## config.mk

```make
export PLATFORM = sky130hd
export DESIGN_NAME = vl_cfg_unit
export DESIGN_NICKNAME = d
export VERILOG_FILES = /design/src/rtl/vl_cfg_pkg.sv /design/src/rtl/vl_cfg_decode.sv /design/src/rtl/vl_cfg_vlmax.sv /design/src/rtl/vl_cfg_align.sv /design/src/rtl/vl_cfg_unit.sv
export SDC_FILE = /design/constraint.sdc
export NUM_CORES = 1
export LEC_CHECK = 0
export ABC_AREA = 1
export ABC_CLOCK_PERIOD_IN_PS = 1000
export CORE_MARGIN = 2
export CORE_UTILIZATION = 38
export CTS_CLUSTER_SIZE = 8
export DETAILED_ROUTE_END_ITERATION = 6
export PLACE_DENSITY = 0.78
export SETUP_SLACK_MARGIN = 0.15
export SLEW_MARGIN = 10
export SYNTH_ARGS = -nofsm -noshare
export SYNTH_HDL_FRONTEND = slang
export SYNTH_SLANG_ARGS = --single-unit
```

## constraint.sdc

```tcl
create_clock -name clk_i -period 1 [get_ports clk_i]
set_clock_uncertainty 0.05 [all_clocks]
set_input_delay 0.25 -clock clk_i [delete_from_list [all_inputs] [get_ports clk_i]]
set_output_delay 0.25 -clock clk_i [all_outputs]
set_load 0.1 [all_outputs]
```

## src/rtl/vl_cfg_pkg.sv

```systemverilog
package vl_cfg_pkg;
  localparam int unsigned SEL_W        = 3;
  localparam int unsigned SEW_SEL_MAX  = 3;  // e64
  localparam int unsigned LMUL_SEL_MAX = 3;  // x8 group
  localparam int unsigned LMUL_IDX_W   = 2;
  localparam int unsigned MIN_SEW_BITS = 8;

  typedef struct packed {
    logic [SEL_W-1:0] sew;
    logic [SEL_W-1:0] lmul;
    logic             tail_agn;
    logic             mask_agn;
  } vcfg_t;
endpackage

```

## src/rtl/vl_cfg_decode.sv

```systemverilog
module vl_cfg_decode
  import vl_cfg_pkg::*;
(
  input  logic [SEL_W-1:0] sew_sel_i,
  input  logic [SEL_W-1:0] lmul_sel_i,
  output logic             legal_o
);
  logic sew_ok, lmul_ok;
  assign sew_ok  = (sew_sel_i  <= SEL_W'(SEW_SEL_MAX));
  assign lmul_ok = (lmul_sel_i <= SEL_W'(LMUL_SEL_MAX));
  assign legal_o = sew_ok & lmul_ok;
endmodule

```

## src/rtl/vl_cfg_vlmax.sv

```systemverilog
module vl_cfg_vlmax
  import vl_cfg_pkg::*;
#(
  parameter int unsigned VLEN = 128,
  parameter int unsigned VL_W = $clog2(VLEN + 1)
) (
  input  logic [SEL_W-1:0] sew_sel_i,
  input  logic [SEL_W-1:0] lmul_sel_i,
  output logic [VL_W-1:0]  vlmax_o
);
  localparam int unsigned BASE = VLEN / MIN_SEW_BITS;
  logic [VL_W-1:0] grown;

  // grow by group first, then shrink by width: stays exact, shifts only
  assign grown   = VL_W'(BASE) << lmul_sel_i[LMUL_IDX_W-1:0];
  assign vlmax_o = grown >> sew_sel_i[LMUL_IDX_W-1:0];
endmodule

```

## src/rtl/vl_cfg_align.sv

```systemverilog
module vl_cfg_align
  import vl_cfg_pkg::*;
#(
  parameter int unsigned REG_W = 5
) (
  input  logic [SEL_W-1:0] lmul_sel_i,
  input  logic [REG_W-1:0] reg_idx_i,
  output logic             ok_o
);
  localparam int unsigned NG = LMUL_SEL_MAX + 1;
  logic [NG-1:0] ok_vec;

  for (genvar g = 0; g < NG; g++) begin : g_grp
    localparam logic [REG_W-1:0] LOW_MASK = REG_W'((1 << g) - 1);
    assign ok_vec[g] = ((reg_idx_i & LOW_MASK) == '0);
  end

  assign ok_o = ok_vec[lmul_sel_i[LMUL_IDX_W-1:0]];
endmodule

```

## src/rtl/vl_cfg_unit.sv

```systemverilog
module vl_cfg_unit
  import vl_cfg_pkg::*;
#(
  parameter int unsigned VLEN      = 128,
  parameter int unsigned AVL_W     = 16,
  parameter int unsigned NUM_VREGS = 32,
  parameter int unsigned VL_W      = $clog2(VLEN + 1),
  parameter int unsigned REG_W     = $clog2(NUM_VREGS)
) (
  input  logic             clk_i,
  input  logic             rst_ni,
  input  logic             req_i,
  input  logic [AVL_W-1:0] avl_i,
  input  logic [2:0]       sew_sel_i,
  input  logic [2:0]       lmul_sel_i,
  input  logic             tail_agn_i,
  input  logic             mask_agn_i,
  input  logic [REG_W-1:0] reg_idx_i,
  output logic             done_o,
  output logic             illegal_o,
  output logic [VL_W-1:0]  vl_o,
  output logic [VL_W-1:0]  vlmax_o,
  output logic [2:0]       cur_sew_o,
  output logic [2:0]       cur_lmul_o,
  output logic             cur_tail_agn_o,
  output logic             cur_mask_agn_o,
  output logic             reg_ok_o
);
  localparam int unsigned CMP_W = (AVL_W > VL_W) ? AVL_W : VL_W;
  localparam vcfg_t CFG_RST = '{sew: '0, lmul: '0, tail_agn: 1'b0, mask_agn: 1'b0};

  vcfg_t           cfg_q;
  logic            done_q, illegal_q;
  logic [VL_W-1:0] vl_q;
  logic            req_legal;
  logic [VL_W-1:0] req_vlmax, grant;
  logic [CMP_W-1:0] avl_x, lim_x;

  vl_cfg_decode u_dec (
    .sew_sel_i (sew_sel_i),
    .lmul_sel_i(lmul_sel_i),
    .legal_o   (req_legal)
  );

  vl_cfg_vlmax #(.VLEN(VLEN), .VL_W(VL_W)) u_req_max (
    .sew_sel_i (sew_sel_i),
    .lmul_sel_i(lmul_sel_i),
    .vlmax_o   (req_vlmax)
  );

  vl_cfg_vlmax #(.VLEN(VLEN), .VL_W(VL_W)) u_cur_max (
    .sew_sel_i (cfg_q.sew),
    .lmul_sel_i(cfg_q.lmul),
    .vlmax_o   (vlmax_o)
  );

  vl_cfg_align #(.REG_W(REG_W)) u_align (
    .lmul_sel_i(cfg_q.lmul),
    .reg_idx_i (reg_idx_i),
    .ok_o      (reg_ok_o)
  );

  assign avl_x = CMP_W'(avl_i);
  assign lim_x = CMP_W'(req_vlmax);
  assign grant = (avl_x >= lim_x) ? req_vlmax : VL_W'(avl_i);

  always_ff @(posedge clk_i or negedge rst_ni) begin
    if (!rst_ni) begin
      cfg_q     <= CFG_RST;
      done_q    <= 1'b0;
      illegal_q <= 1'b0;
      vl_q      <= '0;
    end else begin
      done_q <= req_i;
      if (req_i) begin
        illegal_q <= ~req_legal;
        vl_q      <= req_legal ? grant : '0;
        if (req_legal) begin
          cfg_q.sew      <= sew_sel_i;
          cfg_q.lmul     <= lmul_sel_i;
          cfg_q.tail_agn <= tail_agn_i;
          cfg_q.mask_agn <= mask_agn_i;
        end
      end
    end
  end

  assign done_o         = done_q;
  assign illegal_o      = illegal_q;
  assign vl_o           = vl_q;
  assign cur_sew_o      = cfg_q.sew;
  assign cur_lmul_o     = cfg_q.lmul;
  assign cur_tail_agn_o = cfg_q.tail_agn;
  assign cur_mask_agn_o = cfg_q.mask_agn;
endmodule

```

Yosys cells after proc, flatten, opt, wreduce, memory -nomap -nowiden
Cells that the tools add are included.
{ "classes": {"bitwise": 2, "shift": 4, "mux": 4, "reduce_logical": 4, "n_lt_le_gt_ge": 4} }
{ "ops": {"columns": ["operator", "n"], "rows": [
  ["$ge 16x8->1", 1],
  ["$mux 8", 2],
  ["$shl 5x2->8 const A", 2],
  ["$shr 8x2->8", 2],
  ["$logic_not 5->1", 3],
  ["$le 3x2->1 const B", 2],
  ["$lt 2x3->1 const B", 1],
  ["$bmux 1 s2", 1],
  ["$reduce_and 2->1", 1],
  ["$and 1x1->1", 1],
  ["$mux 1", 1],
  ["$not 1->1", 1]
]} }
{ "word_totals": {"word_cells": 25, "output_inout_bits": 27, "reg_bits": 18} }

Depth between registers and ports, before layout
Gate-level depths: netlist (run 1).
{ "logic_depth": {"ltp_word": 5, "depth_mapped": 15, "mapped_depth_nobuf": 15} }

By module
A second synthesis (run 1) with hierarchy kept.
{ "hier_totals": {"cells_unflattened": 219, "hier_area_um2": 1407.6} }
{ "by_module_without_submodules": {"columns": ["mod", "cells_per_inst", "area_per_inst_um2", "n_inst", "seq_area_each_um2"], "rows": [
  ["vl_cfg_unit", 145, 1082.3, 1, 450.4],
  ["vl_cfg_vlmax", 33, 147.6, 2, 0.0],
  ["vl_cfg_align", 7, 26.3, 1, 0.0],
  ["vl_cfg_decode", 1, 3.8, 1, 0.0]
]} }

Worst setup path after synthesis (run 1)
Ideal clock, no wire load.
{ "synth_timing": {"path_type": "reg2out", "startpoint": "reg cfg_q, in the netlist cur_sew_o[0]", "endpoint": "out vlmax_o[3]", "slack_ns": -2.521, "required_ns": 0.700, "path_stages_with_launch": 3, "n_path_buf": 0, "t_arrival_ns": 3.221, "cell_sequence": "dfrtp_1 > nand2_1 > o21ai_0"} }
{ "synth_via": {"elab_chain_len": 1} }
{ "synth_lines": {"columns": ["element", "line_no", "text"], "rows": [
  ["start: declaration", "vl_cfg_unit.sv:32", "vcfg_t cfg_q;"],
  ["$shr 8x2->8", "vl_cfg_vlmax.sv:16", "assign vlmax_o = grown >> sew_sel_i[LMUL_IDX_W-1:0];"],
  ["end: declaration", "vl_cfg_unit.sv:22", "output logic [VL_W-1:0] vlmax_o,"]
]} }
No other way between the ends.

Worst setup path in the final report (run 1)
{ "layout_timing": {"startpoint": "in lmul_sel_i[1]", "endpoint": "reg vl_q[1], in the netlist vl_o[1]"} }
{ "layout_via": {"elab_chain_len": 5, "word_cells_on_any_way": 7} }
{ "layout_lines": {"columns": ["element", "line_no", "text"], "rows": [
  ["start: declaration", "vl_cfg_unit.sv:15", "input logic [2:0] lmul_sel_i,"],
  ["$shl 5x2->8", "vl_cfg_vlmax.sv:15", "assign grown = VL_W'(BASE) << lmul_sel_i[LMUL_IDX_W-1:0];"],
  ["$shr 8x2->8", "vl_cfg_vlmax.sv:16", null],
  ["$ge 16x8->1", "vl_cfg_unit.sv:65", "assign grant = (avl_x >= lim_x) ? req_vlmax : VL_W'(avl_i);"],
  ["$mux 8", "vl_cfg_unit.sv:65", null],
  ["$mux 8 *", "vl_cfg_unit.sv:77", "vl_q <= req_legal ? grant : '0;"],
  ["end signal: assignment", "vl_cfg_unit.sv:77", null],
  ["end: declaration", "vl_cfg_unit.sv:34", "logic [VL_W-1:0] vl_q;"]
]} }
Every way passes the cells marked *; elsewhere a longest branch is shown, timed or not.
A chain may end at the register's enable or synchronous reset.

==> results of run 1 <==
-- synth_stat cells --
cell type | number | share of area [%]
nor3_2 | 1 | 0.76
buf_2 | 1 | 0.38
inv_1 | 25 | 7.1
nand2_2 | 3 | 1.4
ha_1 | 7 | 6.7
clkinv_1 | 1 | 0.29
a22oi_1 | 1 | 0.57
or2_4 | 1 | 0.67
nand2_4 | 1 | 0.86
a21oi_1 | 2 | 0.76
nor2_4 | 2 | 1.7
nor2_1 | 19 | 5.4
mux2i_1 | 1 | 0.76
nand3_1 | 18 | 6.9
conb_1 | 1 | 0.29
o21ai_2 | 3 | 2.0
nand3_4 | 1 | 1.3
clkbuf_1 | 2 | 0.57
buf_4 | 1 | 0.57
a21oi_2 | 1 | 0.67
inv_2 | 1 | 0.29
nor2_2 | 2 | 0.95
dfrtp_1 | 18 | 34
o21ai_1 | 5 | 1.9
o21ai_0 | 10 | 3.8
nand2_1 | 64 | 18
a211o_1 | 1 | 0.67
-- cell usage in the layout (no fill, tap or decap), types with 2 or more instances in the layout --
| cell type | instances |
|---|---|
| nor2_4 | 10 |
| nor2_1 | 7 |
| buf_4 | 30 |
| buf_2 | 2 |
| nand3_1 | 2 |
| ha_4 | 4 |
| inv_1 | 17 |
| clkbuf_2 | 2 |
| inv_4 | 4 |
| o21ai_2 | 10 |
| inv_2 | 3 |
| ha_1 | 3 |
| clkbuf_4 | 4 |
| buf_12 | 31 |
| buf_6 | 13 |
| dfrtp_4 | 18 |
| nand2_4 | 11 |
| o21ai_4 | 7 |
| a21oi_2 | 3 |
| nor2_2 | 6 |
| clkdlybuf4s15_1 | 2 |
| clkdlybuf4s50_1 | 22 |
| nand2_2 | 18 |
| nand3_2 | 16 |
| buf_8 | 2 |
| nand2_1 | 38 |
-- repair_timing --
action	in CTS	in global routing
endpoints found under the setup margin	43	43
pin swaps	32	27
buffers inserted	10	11
gates resized for setup	87	51
cloned	1	0
-- state kept, by name, summed over array words and instances (netlist names) --
signal	count
cur_mask_agn_o	1
vl_o	8
cur_sew_o	3
cur_tail_agn_o	1
done_o	1
illegal_o	1
cur_lmul_o	3
-- kinds of logic (layout without fill, tap and decap cells) --
kind of cell / count (synthesis) / in the layout / share of synthesized area [%]
AO/OA/AOI/OAI: 23 / 23 / 10.4
adder cells (fa/ha/maj): 7 / 7 / 6.67
buffers and inverters: 31 / 136 / 9.25
flip-flops: 18 / 18 / 34.3
multiplexers: 1 / 1 / 0.763
other: 1 / 1 / 0.286
AND/OR/NAND/NOR: 112 / 112 / 38.3
-- routing by layer --
layer / up-vias / wire length (um)
met3: 103 / 1040
met1: 980 / 3060
li1: 819 / -
met2: 242 / 4270
met5: - / 0
met4: 0 / 1040
-- power by group through the flow --
stage               clock (mW)  sequential [mW]  combinational [mW]
finish                   0.510            0.946                2.86
global route             0.527            0.951                2.92
CTS                      0.458            0.918                2.47
detailed placement           0            0.916                2.25
global placement             0            0.906                2.21
floorplan                    0             1.29               0.966
-- layout make-up --
class / instances / area [um^2]
clock buffers: 4 / 36.3
well taps: 46 / 57.6
flip-flops and latches: 18 / 518
repair buffers: 105 / 1290
multi-input cells: 144 / 1200
fillers: 61 / 101
inverters: 27 / 134
-- path summary, 6_finish.rpt --
path                           startpoint             end  slack [ps]  depth (start not counted)
max                         lmul_sel_i[1]         vl_o[1]       -1070                         14
min                                 req_i          done_o         270                          2
max reg2reg                 cur_lmul_o[0]   cur_lmul_o[0]        -130                          4
min reg2reg                cur_mask_agn_o  cur_mask_agn_o         550                          2
max in group asynchronous          rst_ni   cur_lmul_o[2]         460                          2
min in group asynchronous          rst_ni  cur_mask_agn_o         280                          2
-- stage by stage --
stage,setup WS [ps],util [%]
floorplan,-1100,-
global placement,-1410,77.7
detailed placement,-1490,77.7
CTS,-812,89.0
global route,-1210,97.0
finish,-1070,97.0
==> flow_summary_export.csv, run 1 <==
group,metric,value,unit
status,outcome,"finished, violations left",
status,violations,"setup timing",
drt,wl,9.42,mm
power_and_ir_drop,powerDensity,1330,nW/um^2
worst_setup_path,worstSetupStartpointType,"input port",
worst_setup_path,cp.required,1150,ps
global_routing,grt.busiest_layer,"met2",
power_and_ir_drop,netSwitchingFraction,50.5,%
final_layout,num-nets-final,338,
clock_tree,postCtsHoldBufs,0,
clock_tree,clock_tree.buffer_depth,2,
clock_tree,cts_buffers,3,
worst_setup_path,cp_slowest_stage_delay,310,ps
drt,detail_route.vias_per_cell,6.23,
power_and_ir_drop,power.share.clock,11.8,%
worst_setup_path,timing.critical_path.fanout_max,7,
final_layout,areaGrowthSynthToFinish,147,%
power_and_ir_drop,overall_power_consumption,4.32,mW
logic_synthesis,post_synth_num_cell_types,27,
logic_synthesis,ys.warnings.count,0,
worst_setup_path,crit_family,"simple AND/OR/NAND/NOR gates",
final_layout,layout-drive-gt1-share,68.5,%
final_layout,antenna_cells,0,
worst_setup_path,critical-path-slowest-cell,"ha_1",
logic_synthesis,synth_nets,232,
logic_synthesis,post_synthesis_sequential_area_ratio,34.3,%
clock_tree,clock_sinks,18,
clock_tree,path_clk_slew,130,ps
place,dpl_cells,318,
floorplan,core_area,3340,um^2
worst_setup_path,timing.critical_path.cells,"clkbuf_4 > inv_1 > nand3_1 > nand2_2 > nand2_1 > ha_1 > nand2_2 > nor2_2 > nand2_1 > nand2_2 > nor2_4 > nand3_2 > nand3_2 > nand2_1",
worst_setup_path,worst-setup-path-type,"input port to register",
drt,detail_route.wl_per_cell,27.4,um
global_routing,global_route_wire_length_before_repair,9.91,mm
clock_tree,clock_latency,310,ps
floorplan,chipWidth,62.8,um
min_path,hold_path.class,"input port to register",
global_routing,gr-usage-met2,61.2,%
floorplan,floorplan.rows,21,
sta,grt_setup_unrepaired,"true",
power_and_ir_drop,p_leak,1.43,nW
floorplan,design.portCount,59,
global_routing,maximum_number_of_pins_on_one_net_before_global_route_repair,19,
worst_setup_path,end_kind,"register",
final_layout,stdcell_area,3240,um^2
final_layout,fin_cells,344,
sta,final_max_slew_viol_count,0,
logic_synthesis,postSynthAreaPerCell,6.80,um^2
floorplan,die_extent_in_y,62.8,um
global_routing,met3_usage,4.86,%
sta,max_freq,0.482,GHz
sta,holdWs,267,ps
floorplan,floorplan.die_area,3940,um^2
global_routing,grt_util_met1,38.1,%
power_and_ir_drop,combinational_share_of_power,66.3,%
global_routing,grt.overflow.total,0,
power_and_ir_drop,max-vdd-ir-drop,1.13,mV
power_and_ir_drop,seq_power_share,21.9,%
power_and_ir_drop,internal_power,2.14,mW
logic_synthesis,synth-seq-cells,18,
sta,final_layout_setup_total_negative_slack,-22230,ps
job,maxCapViolations,0,
clock_tree,clockRootBuffer,"clkbuf_4",
sta,setup_slack,-1070,ps
global_routing,grt_util_all_layers,32.8,%
place,hpwl,3.60,mm
drt,firstDrtPassIters,7,
logic_synthesis,synthesis.area,1310,um^2
logic_synthesis,synth_cells,193,
drt,num_vias,2144,
sta,timing.final.hold_violations,0,
global_routing,grt_antenna_before_repair,0,
clock_tree,tritoncts,"built",
drt,detailedRoute.firstIterationViolations,211,
floorplan,floorplan.initialDensity,39.3,%
power_and_ir_drop,p_sw,2.18,mW
sta,final.period_utilization,207,%
worst_setup_path,path_buf_inv,2,
sta,final_period_minus_worst_setup_slack,2070,ps
worst_setup_path,worstPathArrival,2220,ps
clock_tree,ctsHtreeMaxLevel,1,
place,postPlaceCellArea,2590,um^2
global_routing,first_global_vias,1893,
drt,drt_drc_violations_left,0,
place,place.port_buffers,55,
sta,finalSetupViolCount,37,
place,globalplace.congestion,0.881,
drt,detail-route-antenna-nets,0,
Power figures use the tool's default switching activity.
==> inputs of run 2 (changes only) <==
--- a/config.mk
+++ b/config.mk
@@ -10,6 +10,7 @@
 export CORE_MARGIN = 2
-export CORE_UTILIZATION = 38
+export CORE_UTILIZATION = 39
+export CTS_BUF_LIST = sky130_fd_sc_hd__clkbuf_4
 export CTS_CLUSTER_SIZE = 8
 export DETAILED_ROUTE_END_ITERATION = 6
-export PLACE_DENSITY = 0.78
+export PLACE_DENSITY = 0.8
 export SETUP_SLACK_MARGIN = 0.15
--- a/constraint.sdc
+++ b/constraint.sdc
@@ -4,2 +4,2 @@
 set_output_delay 0.25 -clock clk_i [all_outputs]
-set_load 0.1 [all_outputs]
+set_load 0.01 [all_outputs]
==> run 2 against run 1 <==
  * The run still ends with setup timing left
  * Non-clock buffer count up 2
  * Sequential share of layout area up 0.99 points
  * Combinational power down 50%
  * Die area down 2.4%
  * Global-route usage down 11 points
  * Register-to-register slack worse by 20 ps
  * Utilization down 16 points
==> flow_summary_export.csv, run 2 (synthesized netlist as in run 1, its figures left out) <==
group,metric,value,unit
sta,grt_setup_unrepaired,"true",
drt,top_signal_layer_used,"met4",
final_layout,layout.cells.most_common_list,"44 x nand2_1, 30 x buf_4, 26 x buf_6",
drt,detail_route.wl_per_cell,14.6,um
floorplan,floorplan.initialDensity,40.0,%
worst_setup_path,timing.critical_path.cells,"dlygate4sd2_1 > buf_6 > or2_4 > ha_4 > nand2_4 > nor2_4 > nand2_2 > nand2_2 > nor2_4 > nand3_2 > nand3_1 > nand2_1",
sta,final_period_minus_worst_setup_slack,1820,ps
job,maxCapViolations,0,
final_layout,largest_reg_flops,8,
clock_tree,postCtsHoldBufs,0,
sta,final_layout_setup_total_negative_slack,-14830,ps
final_layout,layout-drive-gt1-share,56.3,%
power_and_ir_drop,power.share.clock,14.4,%
final_layout,antenna_cells,0,
worst_setup_path,cp_slowest_stage_delay,280,ps
sta,holdWs,255,ps
floorplan,design.portCount,59,
final_layout,most_common_cell_after_layout_fill_and_taps_aside,"nand2_1",
global_routing,maximum_number_of_pins_on_one_net_before_global_route_repair,19,
drt,drt_drc_violations_left,0,
clock_tree,ctsHtreeMaxLevel,1,
worst_setup_path,worst-setup-path-type,"input port to register",
status,violations,"setup timing",
clock_tree,path_clk_slew,90,ps
worst_setup_path,critical-path-slowest-cell,"dlygate4sd2_1",
drt,wl,5.04,mm
worst_setup_path,critPathLaunch,"sew_sel_i[1]",
min_path,hold_path.class,"input port to async pin",
drt,num_vias,1691,
drt,firstDrtPassIters,4,
power_and_ir_drop,internal_power,1.73,mW
drt,met3_length,243,um
sta,finalSetupViolCount,35,
power_and_ir_drop,netSwitchingFraction,35.3,%
worst_setup_path,crit_family,"simple AND/OR/NAND/NOR gates",
sta,final_max_slew_viol_count,0,
power_and_ir_drop,max-vdd-ir-drop,0.450,mV
clock_tree,cts_buffers,3,
drt,detail-route-antenna-nets,0,
floorplan,core_area,3280,um^2
power_and_ir_drop,powerDensity,999,nW/um^2
worst_setup_path,end_kind,"register",
drt,detail_route.vias_per_cell,4.89,
power_and_ir_drop,combinational_share_of_power,54.0,%
clock_tree,tritoncts,"built",
worst_setup_path,worstSetupStartpointType,"input port",
final_layout,final_core_density,81.4,%
final_layout,stdcell_area,2670,um^2
worst_setup_path,timing.critical_path.fanout_max,7,
floorplan,floorplan.die_area,3850,um^2
final_layout,num-nets-final,340,
floorplan,floorplan.rows,21,
power_and_ir_drop,p_sw,0.944,mW
clock_tree,clockRootBuffer,"clkbuf_4",
status,outcome,"finished, violations left",
sta,final.period_utilization,182,%
power_and_ir_drop,p_leak,1.34,nW
drt,routed_length_on_met2,2.84,mm
place,hpwl,2.68,mm
place,postPlaceCellArea,2230,um^2
global_routing,grt_util_all_layers,21.5,%
sta,setup_slack,-817,ps
worst_setup_path,cp.required,1130,ps
worst_setup_path,worstPathArrival,1950,ps
final_layout,areaGrowthSynthToFinish,104,%
clock_tree,clock_sinks,18,
drt,detailedRoute.firstIterationViolations,68,
global_routing,global_route_wire_length_before_repair,6.27,mm
final_layout,filler_cell_count,176,
worst_setup_path,crit-reg2reg-launch,"cur_lmul_o[0]",
clock_tree,clock_latency,280,ps
place,place.port_buffers,55,
global_routing,grt.overflow.total,0,
sta,max_freq,0.550,GHz
clock_tree,clock_tree.buffer_depth,2,
global_routing,first_global_vias,1482,
place,globalplace.congestion,0.780,
drt,routedLengthMet1,1.90,mm
power_and_ir_drop,seq_power_share,31.6,%
worst_setup_path,path_buf_inv,2,
floorplan,die_extent_in_y,62.0,um
floorplan,chipWidth,62.0,um
global_routing,grt_antenna_before_repair,0,
sta,timing.final.hold_violations,0,
[run 2: cell types whose count changed in the layout (fill, tap and decap cells not counted), sizes merged]
cell,change
dlygate4sd2,+4
clkbuf,-3
buf,+3
clkdlybuf4s15,-2
[run 2: cell type report]
cell class / instances / area [um^2] / share of cell area [%]
Clock buffer: 4 / 30.0 / 1.12
Multi-Input combinational cell: 144 / 1050 / 39.4
Tap cell: 46 / 57.6 / 2.15
Sequential cell: 18 / 454 / 17.0
Inverter: 27 / 124 / 4.63
Timing Repair Buffer: 107 / 953 / 35.7
[run 2: path summary, 6_finish.rpt]
path	to	slack [ps]	cells after the start
max	vl_o[4]	-820	12
min in group clk_i	cur_lmul_o[0]	310	4
max reg2reg	cur_lmul_o[0]	-150	5
max in group asynchronous	cur_sew_o[1]	510	2
min reg2reg	vl_o[1]	450	2
min	cur_lmul_o[0]	260	2
[run 2: worst reg2reg max path, stage by stage, from the launching register on]
cell     delay, ps
dfrtp_2        460
buf_6          140
buf_6          110
buf_4          120
nand2_1         60
o21ai_0         90
[run 2: power by group through the flow]
stage                     logic, mW  registers, mW  clock network (mW)
final                          1.44          0.843               0.385
after global routing           1.54          0.848               0.432
after CTS                      1.20          0.831               0.390
after detailed placement       1.04          0.856                   0
after global placement         1.02          0.856                   0
after floorplan               0.461          0.879                   0
[run 2: routing by layer]
layer,vias up,track usage [%]
met4,0,5.47
met2,71,40.3
met1,793,26.2
met3,8,1.66
met5,-,0
li1,819,-
[run 2: timing repair]
action                                  in CTS  in global routing
setup buffers                               14                 11
pin swaps                                   23                 28
resized for setup                          160                 47
gates cloned                                 0                  0
endpoints found under the setup margin      43                 40
[run 2: stage by stage]
stage               setup slack, ps  instances  total power, mW
floorplan                      -634        193             1.34
global placement              -1470        317             1.88
detailed placement            -1500        317             1.90
CTS                            -766        335             2.42
global route                   -898        346             2.82
finish                         -817        346             2.67
==> inputs of run 3 (changes only) <==
TNS_END_PERCENT = 1   (was default)
==> run 3 against run 2 <==
  * The run still ends with setup timing left
  * Die area unchanged
  * Via count down 7.3%
  * Sequential power about the same
  * Global-route usage down 0.78 points
  * Clock-buffer cell count down 1
  * Clock power down 3%
  * Cell count down 4.9%
  * Cell area down 9.2%
  * Utilization down 7.5 points
  * Setup slack better by 53 ps
  * Largest power group unchanged
  * Highest routed layer unchanged
==> flow_summary_export.csv, run 3 (synthesized netlist as in run 1, its figures left out) <==
group,metric,value,unit
status,outcome,"finished, violations left",
status,violations,"setup timing",
place,hpwl,2.74,mm
sta,setup_slack,-764,ps
sta,final_period_minus_worst_setup_slack,1760,ps
final_layout,layout-drive-gt1-share,46.3,%
power_and_ir_drop,max-vdd-ir-drop,0.430,mV
drt,firstDrtPassIters,4,
drt,detail_route.wl_per_cell,12.3,um
drt,detailedRoute.firstIterationViolations,45,
place,globalplace.congestion,0.919,
clock_tree,clock_tree.buffer_depth,2,
final_layout,most_common_cell_after_layout_fill_and_taps_aside,"nand2_1",
place,dpl_cells,316,
floorplan,floorplan.rows,21,
sta,max_freq,0.567,GHz
final_layout,multi_input_comb_area,987,um^2
floorplan,core_area,3280,um^2
global_routing,first_global_vias,1481,
clock_tree,clock_sinks,18,
global_routing,grt_util_all_layers,20.7,%
global_routing,grt.overflow.total,0,
final_layout,register_area,453,um^2
drt,wl,4.04,mm
final_layout,final_core_density,73.9,%
sta,timing.final.hold_violations,0,
global_routing,global_route_wire_length_before_repair,5.96,mm
final_layout,largest_reg_flops,8,
drt,drt_drc_violations_left,0,
final_layout,areaGrowthSynthToFinish,84.9,%
worst_setup_path,cp.required,1150,ps
worst_setup_path,rrSetupSlack,30,ps
global_routing,grt_antenna_before_repair,0,
final_layout,layout.cells.most_common_list,"52 x nand2_1, 28 x buf_4, 22 x clkdlybuf4s50_1",
clock_tree,tritoncts,"built",
place,postPlaceCellArea,2160,um^2
worst_setup_path,crit-reg2reg-launch,"cur_lmul_o[0]",
sta,final_max_slew_viol_count,0,
sta,holdWs,235,ps
floorplan,die_extent_in_y,62.0,um
clock_tree,clockRootBuffer,"clkbuf_4",
sta,grt_setup_unrepaired,"true",
drt,detail-route-antenna-nets,0,
worst_setup_path,timing.critical_path.fanout_max,7,
final_layout,filler_cell_count,243,
clock_tree,clock_latency,290,ps
worst_setup_path,worstPathArrival,1910,ps
floorplan,floorplan.initialDensity,40.0,%
worst_setup_path,ff2ff_path_depth,4,
final_layout,antenna_cells,0,
clock_tree,path_clk_slew,100,ps
sta,finalSetupViolCount,34,
clock_tree,cts_buffers,3,
worst_setup_path,r2r_end,"cur_lmul_o[0]",
floorplan,floorplan.die_area,3850,um^2
floorplan,design.portCount,59,
worst_setup_path,worstSetupStartpointType,"input port",
sta,final.period_utilization,176,%
worst_setup_path,end_kind,"register",
clock_tree,ctsHtreeMaxLevel,1,
drt,num_vias,1568,
drt,detail_route.vias_per_cell,4.77,
global_routing,maximum_number_of_pins_on_one_net_before_global_route_repair,19,
final_layout,fin_cells,329,
place,place.port_buffers,55,
power_and_ir_drop,p_leak,1.22,nW
floorplan,chipWidth,62.0,um
power_and_ir_drop,overall_power_consumption,2.34,mW
power_and_ir_drop,powerDensity,964,nW/um^2
final_layout,num-nets-final,323,
min_path,hold_path.class,"input port to async pin",
final_layout,stdcell_area,2430,um^2
worst_setup_path,worst-setup-path-type,"input port to register",
job,maxCapViolations,0,
==> run 3: cell types whose count changed in the layout (fill, tap and decap cells not counted), sizes merged <==
cell / delta
clkinv: +1
clkbuf: +1
dlygate4sd2: -2
buf: -19
clkdlybuf4s15: +2
==> run 3: how the worst max path moves through the flow <==
stage,cells after the start,slack (ps),endpoint,start
detailed placement,14,-1490,vl_o[3],lmul_sel_i[0]
floorplan,13,-640,vl_o[3],lmul_sel_i[0]
global placement,14,-1450,vl_o[2],lmul_sel_i[1]
global route,15,-880,vl_o[3],lmul_sel_i[0]
finish,16,-760,vl_o[5],lmul_sel_i[0]
CTS,16,-780,vl_o[6],lmul_sel_i[0]
==> run 3: through the flow <==
step / setup TNS (ps) / setup slack [ps]
2_1_floorplan: -6800 / -636
3_3_place_gp: -23140 / -1450
3_5_place_dp: -23730 / -1490
4_1_cts: -14350 / -779
5_1_grt: -16030 / -875
6_report: -14160 / -764
==> run 3: area by class of cell <==
type                    instances  area share (%)
flip-flops and latches         18            18.7
clock inverters                 1           0.155
clock buffers                   3           0.928
well taps                      46            2.37
inverters                      27            5.00
multi-input cells             144            40.7
repair buffers                 90            32.2
==> run 3: what timing repair did <==
item | in CTS | in global routing
resized for setup | 158 | 39
hold buffers | 0 | 0
pin swaps | 25 | 25
setup buffers | 6 | 3
endpoints found under the setup margin | 43 | 40
==> run 3: metal layers <==
layer	track usage, %	wire length (um)	vias to the layer above
li1	-	-	792
met1	23.9	1670	711
met2	38.2	2060	56
met3	2.90	238	9
met4	7.90	76	0
met5	0	0	-
==> run 3: power breakdown <==
group | internal (mW) | switching [mW]
clock network | 0.146 | 0.229
logic | 0.589 | 0.536
registers | 0.784 | 0.0562
==> run 3: critical path: stages <==
cell	delay, ps
buf_6	100
buf_12	130
inv_12	50
nand2_8	50
nand2_4	70
o21ai_4	60
or2_4	240
ha_4	160
nand2_2	60
nand2_1	50
nor2_1	100
nand2_1	90
nor2_4	260
nand3_2	130
nand3_2	70
nand2_1	50
